--- config.mk ---
export PLATFORM = sky130hd
export DESIGN_NAME = addr_frame_ctrl
export DESIGN_NICKNAME = d
export VERILOG_FILES = /design/src/rtl/frmctl_pkg.sv /design/src/rtl/frmctl_capture.sv /design/src/rtl/frmctl_window.sv /design/src/rtl/frmctl_satcnt.sv /design/src/rtl/addr_frame_ctrl.sv
export SDC_FILE = /design/constraint.sdc
export NUM_CORES = 1
export LEC_CHECK = 0
export ABC_AREA = 1
export BUFFER_PORTS_ARGS = -buffer_cell sky130_fd_sc_hd__buf_2
export CAP_MARGIN = 20
export CORE_MARGIN = 1
export CORE_UTILIZATION = 55
export CTS_CLUSTER_SIZE = 8
export DETAILED_ROUTE_END_ITERATION = 12
export PLACE_DENSITY_LB_ADDON = 0.05
export SLEW_MARGIN = 20
export SYNTH_ARGS = -nofsm -noshare
export SYNTH_HDL_FRONTEND = slang
export SYNTH_SLANG_ARGS = --single-unit
export TNS_END_PERCENT = 30
--- constraint.sdc ---
create_clock -name clk -period 5.6 [get_ports clk]
set_clock_uncertainty 0.05 [all_clocks]
set_input_delay 0.56 -clock clk [delete_from_list [all_inputs] [get_ports clk]]
set_output_delay 0.56 -clock clk [all_outputs]
set_load 0.01 [all_outputs]
--- src/rtl/frmctl_pkg.sv ---
package frmctl_pkg;

  typedef enum logic [2:0] {
    KIND_DISC = 3'd0,
    KIND_CMD  = 3'd1,
    KIND_ADDR = 3'd2,
    KIND_FB   = 3'd3,
    KIND_BAD  = 3'd4
  } frm_kind_e;

  typedef enum logic {
    ST_IGNORE    = 1'b0,
    ST_ADDRESSED = 1'b1
  } node_state_e;

  localparam logic [7:0] CMD_STATUS = 8'h01;
  localparam int unsigned ID_BYTES  = 4;

  // Packet type comes from the payload length alone.
  function automatic frm_kind_e classify(input int unsigned len, input int unsigned fb_bytes);
    if (len == 0)             return KIND_DISC;
    else if (len == 1)        return KIND_CMD;
    else if (len == ID_BYTES) return KIND_ADDR;
    else if (len == fb_bytes) return KIND_FB;
    else                      return KIND_BAD;
  endfunction

endpackage

--- src/rtl/frmctl_capture.sv ---
module frmctl_capture (
  input  logic        clk,
  input  logic        rst_n,
  input  logic        rx_valid,
  input  logic [7:0]  rx_byte,
  input  logic        rx_end,
  output logic [31:0] head_word
);
  import frmctl_pkg::*;

  localparam int IDX_W = $clog2(ID_BYTES + 1);

  logic [IDX_W-1:0] idx_q;
  logic [31:0]      word_q;

  // Keeps the first four bytes of each frame, byte 0 in the low lane.
  always_ff @(posedge clk) begin
    if (!rst_n) begin
      idx_q  <= '0;
      word_q <= '0;
    end else if (rx_end) begin
      idx_q <= '0;
    end else if (rx_valid && (idx_q < IDX_W'(ID_BYTES))) begin
      word_q[idx_q[1:0]*8 +: 8] <= rx_byte;
      idx_q                     <= idx_q + IDX_W'(1);
    end
  end

  assign head_word = word_q;
endmodule

--- src/rtl/frmctl_window.sv ---
module frmctl_window #(
  parameter int unsigned TICKS_PER_MS = 100000,
  parameter int unsigned WINDOW_MS    = 100
) (
  input  logic clk,
  input  logic rst_n,
  output logic win_open
);
  localparam int PS_W = (TICKS_PER_MS > 1) ? $clog2(TICKS_PER_MS) : 1;
  localparam int MS_W = $clog2(WINDOW_MS + 1);

  logic [PS_W-1:0] ps_q;
  logic [MS_W-1:0] ms_q;
  logic            ms_tick;

  assign ms_tick = (ps_q == PS_W'(TICKS_PER_MS - 1));

  always_ff @(posedge clk) begin
    if (!rst_n) begin
      ps_q <= '0;
      ms_q <= '0;
    end else if (ms_q != MS_W'(WINDOW_MS)) begin
      ps_q <= ms_tick ? '0 : ps_q + PS_W'(1);
      if (ms_tick) ms_q <= ms_q + MS_W'(1);
    end
  end

  assign win_open = (ms_q < MS_W'(WINDOW_MS));
endmodule

--- src/rtl/frmctl_satcnt.sv ---
module frmctl_satcnt #(
  parameter int W = 32
) (
  input  logic         clk,
  input  logic         rst_n,
  input  logic         inc,
  output logic [W-1:0] count
);
  function automatic logic [W-1:0] sat_step(input logic [W-1:0] v);
    return (v == {W{1'b1}}) ? v : v + W'(1);
  endfunction

  logic [W-1:0] cnt_q;

  always_ff @(posedge clk) begin
    if (!rst_n)   cnt_q <= '0;
    else if (inc) cnt_q <= sat_step(cnt_q);
  end

  assign count = cnt_q;
endmodule

--- src/rtl/addr_frame_ctrl.sv ---
module addr_frame_ctrl #(
  parameter logic [31:0] DEVICE_ID    = 32'hDEBE_10BB,
  parameter int unsigned LEN_W        = 8,
  parameter int unsigned FB_BYTES     = 128,
  parameter int unsigned CNT_W        = 32,
  parameter int unsigned TICKS_PER_MS = 100000,
  parameter int unsigned WINDOW_MS    = 100
) (
  input  logic             clk,
  input  logic             rst_n,
  input  logic             rx_valid,
  input  logic [7:0]       rx_byte,
  input  logic             rx_end,
  input  logic [LEN_W-1:0] rx_len,
  input  logic             uart_ovr,
  input  logic             fb_ack,
  output logic             addressed,
  output logic             id_req,
  output logic             status_req,
  output logic             fb_ready,
  output logic             fb_pending,
  output logic [CNT_W-1:0] cnt_uart_ovr,
  output logic [CNT_W-1:0] cnt_frame_ovr,
  output logic [CNT_W-1:0] cnt_invalid
);
  import frmctl_pkg::*;

  localparam int N_CNT = 3;

  logic [31:0] head_word;
  logic        win_open;
  frm_kind_e   kind;
  node_state_e st_q, st_d;
  logic        pend_q, pend_eff;
  logic        id_q, stat_q, fbr_q;

  // Named frame events
  logic ev_disc, ev_addr_hit, ev_cmd_ok, ev_cmd_bad, ev_fb, ev_fb_take, ev_fb_ovr, ev_bad;

  frmctl_capture u_cap (
    .clk      (clk),
    .rst_n    (rst_n),
    .rx_valid (rx_valid),
    .rx_byte  (rx_byte),
    .rx_end   (rx_end),
    .head_word(head_word)
  );

  frmctl_window #(.TICKS_PER_MS(TICKS_PER_MS), .WINDOW_MS(WINDOW_MS)) u_win (
    .clk     (clk),
    .rst_n   (rst_n),
    .win_open(win_open)
  );

  assign kind = classify(int'(rx_len), FB_BYTES);

  always_comb begin
    ev_disc     = rx_end && (kind == KIND_DISC);
    ev_addr_hit = rx_end && (kind == KIND_ADDR) && (head_word == DEVICE_ID);
    ev_cmd_ok   = rx_end && (kind == KIND_CMD) && (st_q == ST_ADDRESSED);
    ev_cmd_bad  = rx_end && (kind == KIND_CMD) && (st_q == ST_IGNORE);
    ev_fb       = rx_end && (kind == KIND_FB) && (st_q == ST_ADDRESSED);
    ev_bad      = rx_end && (kind == KIND_BAD);
    pend_eff    = pend_q && !fb_ack;
    ev_fb_take  = ev_fb && !pend_eff;
    ev_fb_ovr   = ev_fb && pend_eff;
  end

  always_comb begin
    st_d = st_q;
    if (rx_end) begin
      case (kind)
        KIND_DISC: st_d = st_q;
        KIND_ADDR: st_d = ev_addr_hit ? ST_ADDRESSED : ST_IGNORE;
        default:   st_d = ST_IGNORE;
      endcase
    end
  end

  always_ff @(posedge clk) begin
    if (!rst_n) begin
      st_q   <= ST_IGNORE;
      pend_q <= 1'b0;
      id_q   <= 1'b0;
      stat_q <= 1'b0;
      fbr_q  <= 1'b0;
    end else begin
      st_q   <= st_d;
      pend_q <= pend_eff || ev_fb_take;
      id_q   <= ev_disc && win_open;
      stat_q <= ev_cmd_ok && (head_word[7:0] == CMD_STATUS);
      fbr_q  <= ev_fb_take;
    end
  end

  logic [N_CNT-1:0] cnt_inc;
  logic [CNT_W-1:0] cnt_val [N_CNT];

  assign cnt_inc = {ev_cmd_bad || ev_bad, ev_fb_ovr, uart_ovr};

  for (genvar g = 0; g < N_CNT; g++) begin : g_cnt
    frmctl_satcnt #(.W(CNT_W)) u_cnt (
      .clk  (clk),
      .rst_n(rst_n),
      .inc  (cnt_inc[g]),
      .count(cnt_val[g])
    );
  end

  assign cnt_uart_ovr  = cnt_val[0];
  assign cnt_frame_ovr = cnt_val[1];
  assign cnt_invalid   = cnt_val[2];
  assign addressed     = (st_q == ST_ADDRESSED);
  assign id_req        = id_q;
  assign status_req    = stat_q;
  assign fb_ready      = fbr_q;
  assign fb_pending    = pend_q;
endmodule

## Word level (Yosys, flattened, before mapping)

Index checks and enable logic that the tools add are counted.

- Flip-flop bits (word level): 160
- Input port bits: 22
- Output and inout bits: 101
- Logic and storage cells: 80

- Add/sub/neg operators: 7
- Order comparisons: 2
- Equal/unequal tests: 14
- Shift-type cells: 2
- Mux-type cells: 8
- Bitwise gates (word level): 7
- Reduce and logical (&&, ||, !) cells: 28

Operators by type and width:

| cell | count |
|---|---|
| $eq A32 B32 Y1 const B | 4 |
| $add A32 B1 Y32 const B | 3 |
| $neg A5 Y34 | 1 |
| $shift A8 B34 Y32 const A | 1 |
| $shiftx A8 B34 Y32 | 1 |
| $bwmux W32 | 1 |
| $add A17 B1 Y17 const B | 1 |
| $eq A17 B17 Y1 const B | 1 |
| $mux W17 | 1 |
| $eq A8 B1 Y1 const B | 2 |
| $logic_and A1 B1 Y1 | 15 |
| $mux W3 | 4 |
| $reduce_and A2 Y1 | 6 |
| $eq A8 B3 Y1 const B | 1 |
| $eq A8 B8 Y1 const B | 1 |
| $logic_not A8 Y1 | 1 |
| $add A7 B1 Y7 const B | 1 |
| $lt A7 B7 Y1 const B | 1 |
| $ne A7 B7 Y1 const B | 1 |
| $not A1 Y1 | 7 |
| $eq A3 B2 Y1 const B | 2 |
| $add A3 B1 Y3 const B | 1 |
| $eq A3 B1 Y1 const B | 1 |
| $eq A3 B3 Y1 const B | 1 |
| other kinds (7) | 9 |

## Longest topological paths before layout

- Depth in word-level cells: 10
- Mapped depth: 13
- Depth with buffers taken out: 12

## Hierarchy

A second synthesis with hierarchy kept.

- Cell total of the unflattened synthesis: 1566
- Area, all modules: 9850.7 um2

Modules (own cells, without submodules):

| module | instances | cells an instance | area each (um2) | seq. area each (um2) |
|---|---|---|---|---|
| frmctl_satcnt | 3 | 319 | 1994.4 | 640.6 |
| frmctl_capture | 1 | 295 | 1844.3 | 700.7 |
| frmctl_window | 1 | 229 | 1559.0 | 480.5 |
| addr_frame_ctrl | 1 | 85 | 464.2 | 100.1 |

## Worst setup path before layout

No wires, ideal clock.

- Path type: register -> register
- Start point: register u_cap.idx_q[0]
- End point: register u_cap.word_q[25], in the netlist u_cap.head_word[25]
- Setup time: 0.116 ns
- Arrival time: 1.989 ns
- Data required time: 5.434 ns
- Setup slack: 3.445 ns
- Cell stages (with the launch flop): 8
- Path buffers: 3
- Period minus slack after synthesis: 2.155 ns
- Path through: dfxtp_1 -> clkbuf_1 -> clkinv_1 -> ha_1 -> clkbuf_1 -> clkbuf_1 -> o21ai_0 -> o211a_1

- Cells in the longest elaborated chain, start to end: 3
- Elaborated cells between the ends (all ways): 7
- Those cells by class: add/sub (1); order compare (1); shift (2); mux (1); reduce/logical (2)

Ends and longest elaborated chain:

| what | RTL line | text |
|---|---|---|
| start, declared | frmctl_capture.sv:13 | `logic [IDX_W-1:0] idx_q;` |
| start signal, assigned | frmctl_capture.sv:25 | `idx_q <= idx_q + IDX_W'(1);` |
| $neg A5 Y34 / $lt A3 B3 Y1 (equally long branches) | frmctl_capture.sv:24, frmctl_capture.sv:23 |  |
| $shiftx A8 B34 Y32, or another cell as far along | frmctl_capture.sv:24 | `word_q[idx_q[1:0]*8 +: 8] <= rx_byte;` |
| $bwmux W32 / $reduce_and A2 Y1 (equally long branches) | - |  |
| end signal, assigned by index | frmctl_capture.sv:24 |  |
| end, declared | frmctl_capture.sv:14 | `logic [31:0] word_q;` |

Parallel ways exist; a longest one is shown, timed or not.
A chain may end at the register's enable or synchronous reset.

## Worst setup path after layout

- Start point: register g_cnt[0].u_cnt.cnt_q[0]
- End point: register g_cnt[0].u_cnt.cnt_q[18]

- Cells in the longest elaborated chain, start to end: 3
- Elaborated cells between the ends (all ways): 4
- Those cells by class: add/sub (1); eq/ne (1); bitwise (1); reduce/logical (1)

Ends and longest elaborated chain:

| what | RTL line | text |
|---|---|---|
| start, declared | frmctl_satcnt.sv:13 | `logic [W-1:0] cnt_q;` |
| start signal, assigned | frmctl_satcnt.sv:17 | `else if (inc) cnt_q <= sat_step(cnt_q);` |
| parallel branches: the longest is 3 deep, another holds $add A32 B1 Y32 | - |  |

Several ways; the timed one is not identified.

==> out/metrics.yaml <==
ir_worst_vdd_mv: 0.2245
area_growth_pct: 13.08
cts_sinks: 160
drt_first_iter_violations: 723
grt_max_degree: 74
ctsResizeCount: 0
synth_seq_area_share: 0.3358
ctsHoldBuffers: 0
n_fill_cell: 1634
grt_antenna_before_repair: 0
dp_slack_ns: 2.958
synth-edff-count: 0
fmax_ghz: 0.3850
run_status: "finished, final reports clean"
cts_max_level: 4
fp.dieW_um: 133.7
synth.most_common_cell: "nand2_1"
fin_ws_ns: 3.003
gp_congestion: 0.9023
required_ns: 5.84
vias: 9911
place_area_um2: 10190
syn_inst: 1535
grt_pass1_vias: 8638
synth_flop_cell: "dfxtp_1"
routed_wl_um: 24660
end_kind: "flip-flop"
clk_latency_ns: 0.43
clockRootBuffer: "clkbuf_16"
powerDensity_nw_per_um2: 229.2
die_area_um2: 17870
multi_input_area_um2: 5663
worstPathMaxFanout: 33
finalSetupTns_ns: 0
instances_no_fill: 1864
grt_pass1_wl_um: 40840
cts_setup_buffers: 0
start_util: 0.5691
via_per_inst: 5.317
slowest_delay_ns: 0.45
rows: 47
antenna_cells: 0
yosys-top-cells-count: "nand2_1, nor2_1, dfxtp_1, a21oi_1, inv_1"
syn-num-nets: 1569
fin_util: 0.6435
place_hpwl_um: 17520
cts_buffer_depth: 2
post-route-period-util: 0.4638
drc_errors: 0
ys_warn_count: 0
finalSetupViolCount: 0
slew_viol_final: 0
maxCapViolations: 0
ant_nets: 0
drive_gt1_frac: 0.1077
worstHoldPathType: "in2reg"
synth_cell_types: 36
critPathLaunchType: "flip-flop"
postSynthAreaPerCell_um2: 6.214
critPathSlowestCell: "nand2_2"
grtUsageTotal: 0.2786
first_pass_iters: 5
slew_headroom: 0.4623
postSynth.asyncResetShare: 0
worstSetupPathType: "reg2reg"
die_h_um: 133.7
ys_seq_elements: 160
critPathMostFrequentCell: "nand2_1"
worst-slew-pin-transition_ns: 0.8066
grt-ovfl-total: 0
synth_top_area_frac: 0.3358
regArea_um2: 3203
synthesis.area_um2: 9538
min_period_ns: 2.597
clkTransAtPathRegs_ns: 0.06
cts_tree: "done"
core_um2: 16760
nets: 1667
wl_per_cell_um: 13.23
critPathArrivalTime_ns: 2.84
io_buffers: 122
dp.cells: 1834
hold_viol: 0
grt_setup_unrepaired: "no"
design_area_um2: 10790
synth_area_leaders: "dfxtp_1, nand2_1, nor2_1, a21oi_1, inv_1"
leakage_nw: 4.329
crit_path_cell_trace: "ha_1 -> inv_1 -> nor2_1 -> nand2_1 -> nor2_2 -> nand2_1 -> nand2_2 -> inv_2 -> nand2_1 -> nand2_1 -> nand2_1 -> nor2_1"
synth_top_area_cell: "dfxtp_1"
io_pins: 123
numCtsBuffers: 17
## worst paths after layout
check                                            start                               endpoint  slack [ns]  depth (start not counted)
hold reg to reg       u_cap.head_word[24]$_SDFFE_PN0P_       u_cap.head_word[24]$_SDFFE_PN0P_        0.40                          2
setup / recovery  g_cnt[0].u_cnt.count[0]$_SDFFE_PN0P_  g_cnt[0].u_cnt.count[18]$_SDFFE_PN0P_        3.00                         12
hold / removal                                  rx_end            u_cap.idx_q[2]$_SDFFE_PP0P_        0.36                          2
setup reg to reg  g_cnt[0].u_cnt.count[0]$_SDFFE_PN0P_  g_cnt[0].u_cnt.count[18]$_SDFFE_PN0P_        3.00                         12
## final cells by class
class	instances	area share
clock inverter	11	0.01543
multi-input combinational	1218	0.5251
sequential	160	0.2970
tap	220	0.02552
timing repair buffer	123	0.05731
clock buffer	19	0.04014
inverter	113	0.03956
## metrics by stage
| step | hold slack (ns) | total power [mW] |
|---|---|---|
| after global placement | 0.3889 | 1.288 |
| after CTS | 0.3500 | 2.490 |
| final | 0.3638 | 2.472 |
| after floorplan | 0.3791 | 1.260 |
| after global routing | 0.3784 | 2.549 |
| after detailed placement | 0.3940 | 1.290 |
## power breakdown
part	switching (mW)	leakage (nW)	total, mW	internal, mW
Combinational	0.0767	2.75	0.104	0.0270
Clock	0.469	0.285	1.21	0.739
Sequential	0.0103	1.29	1.16	1.15
## placed cells by master, fill, tap and decap left out, types with 12 or more instances in the layout
master	instances
buf_2	122
xor2_1	22
nor2_1	236
ha_1	12
o21ai_0	52
nand2_1	551
a21oi_1	125
nor3_1	24
nand3b_1	41
nand3_1	75
inv_1	106
dfxtp_1	160
xnor2_1	13
nand4_1	17
clkbuf_16	17
## per-layer routing
layer	part of all wire	GRT usage
met1	0.47	0.3814
met2	0.47	0.4569
met3	0.045	0.03425
met4	0.012	0.08396
met5	0	0
## state kept, by name, summed over array words and instances, names as in the netlist
register / cells
u_cap.idx_q: 3
u_win.ms_q: 7
u_cap.head_word: 32
u_win.ps_q: 17
fb_ready: 1
status_req: 1
fb_pending: 1
addressed: 1
id_req: 1
g_cnt.u_cnt.count: 96
## critical path: cells and delay by family, from the launching register on
| family | cells | cell delay, ns |
|---|---|---|
| buf+inv | 2 | 0.47 |
| flops | 1 | 0.42 |
| simple gates | 9 | 1.32 |
| fa+ha+maj | 1 | 0.20 |
## logic make-up after synthesis
group / Yosys count / synth area share
AOI/OAI and AO/OA: 200 / 0.1140
xor gates and xnor gates: 35 / 0.03214
adders and majority gates: 12 / 0.01574
buffers and inverters: 157 / 0.07045
DFF: 160 / 0.3358
and+or+nand+nor: 971 / 0.4319
Note: power is estimated with default switching activity, not from simulation.
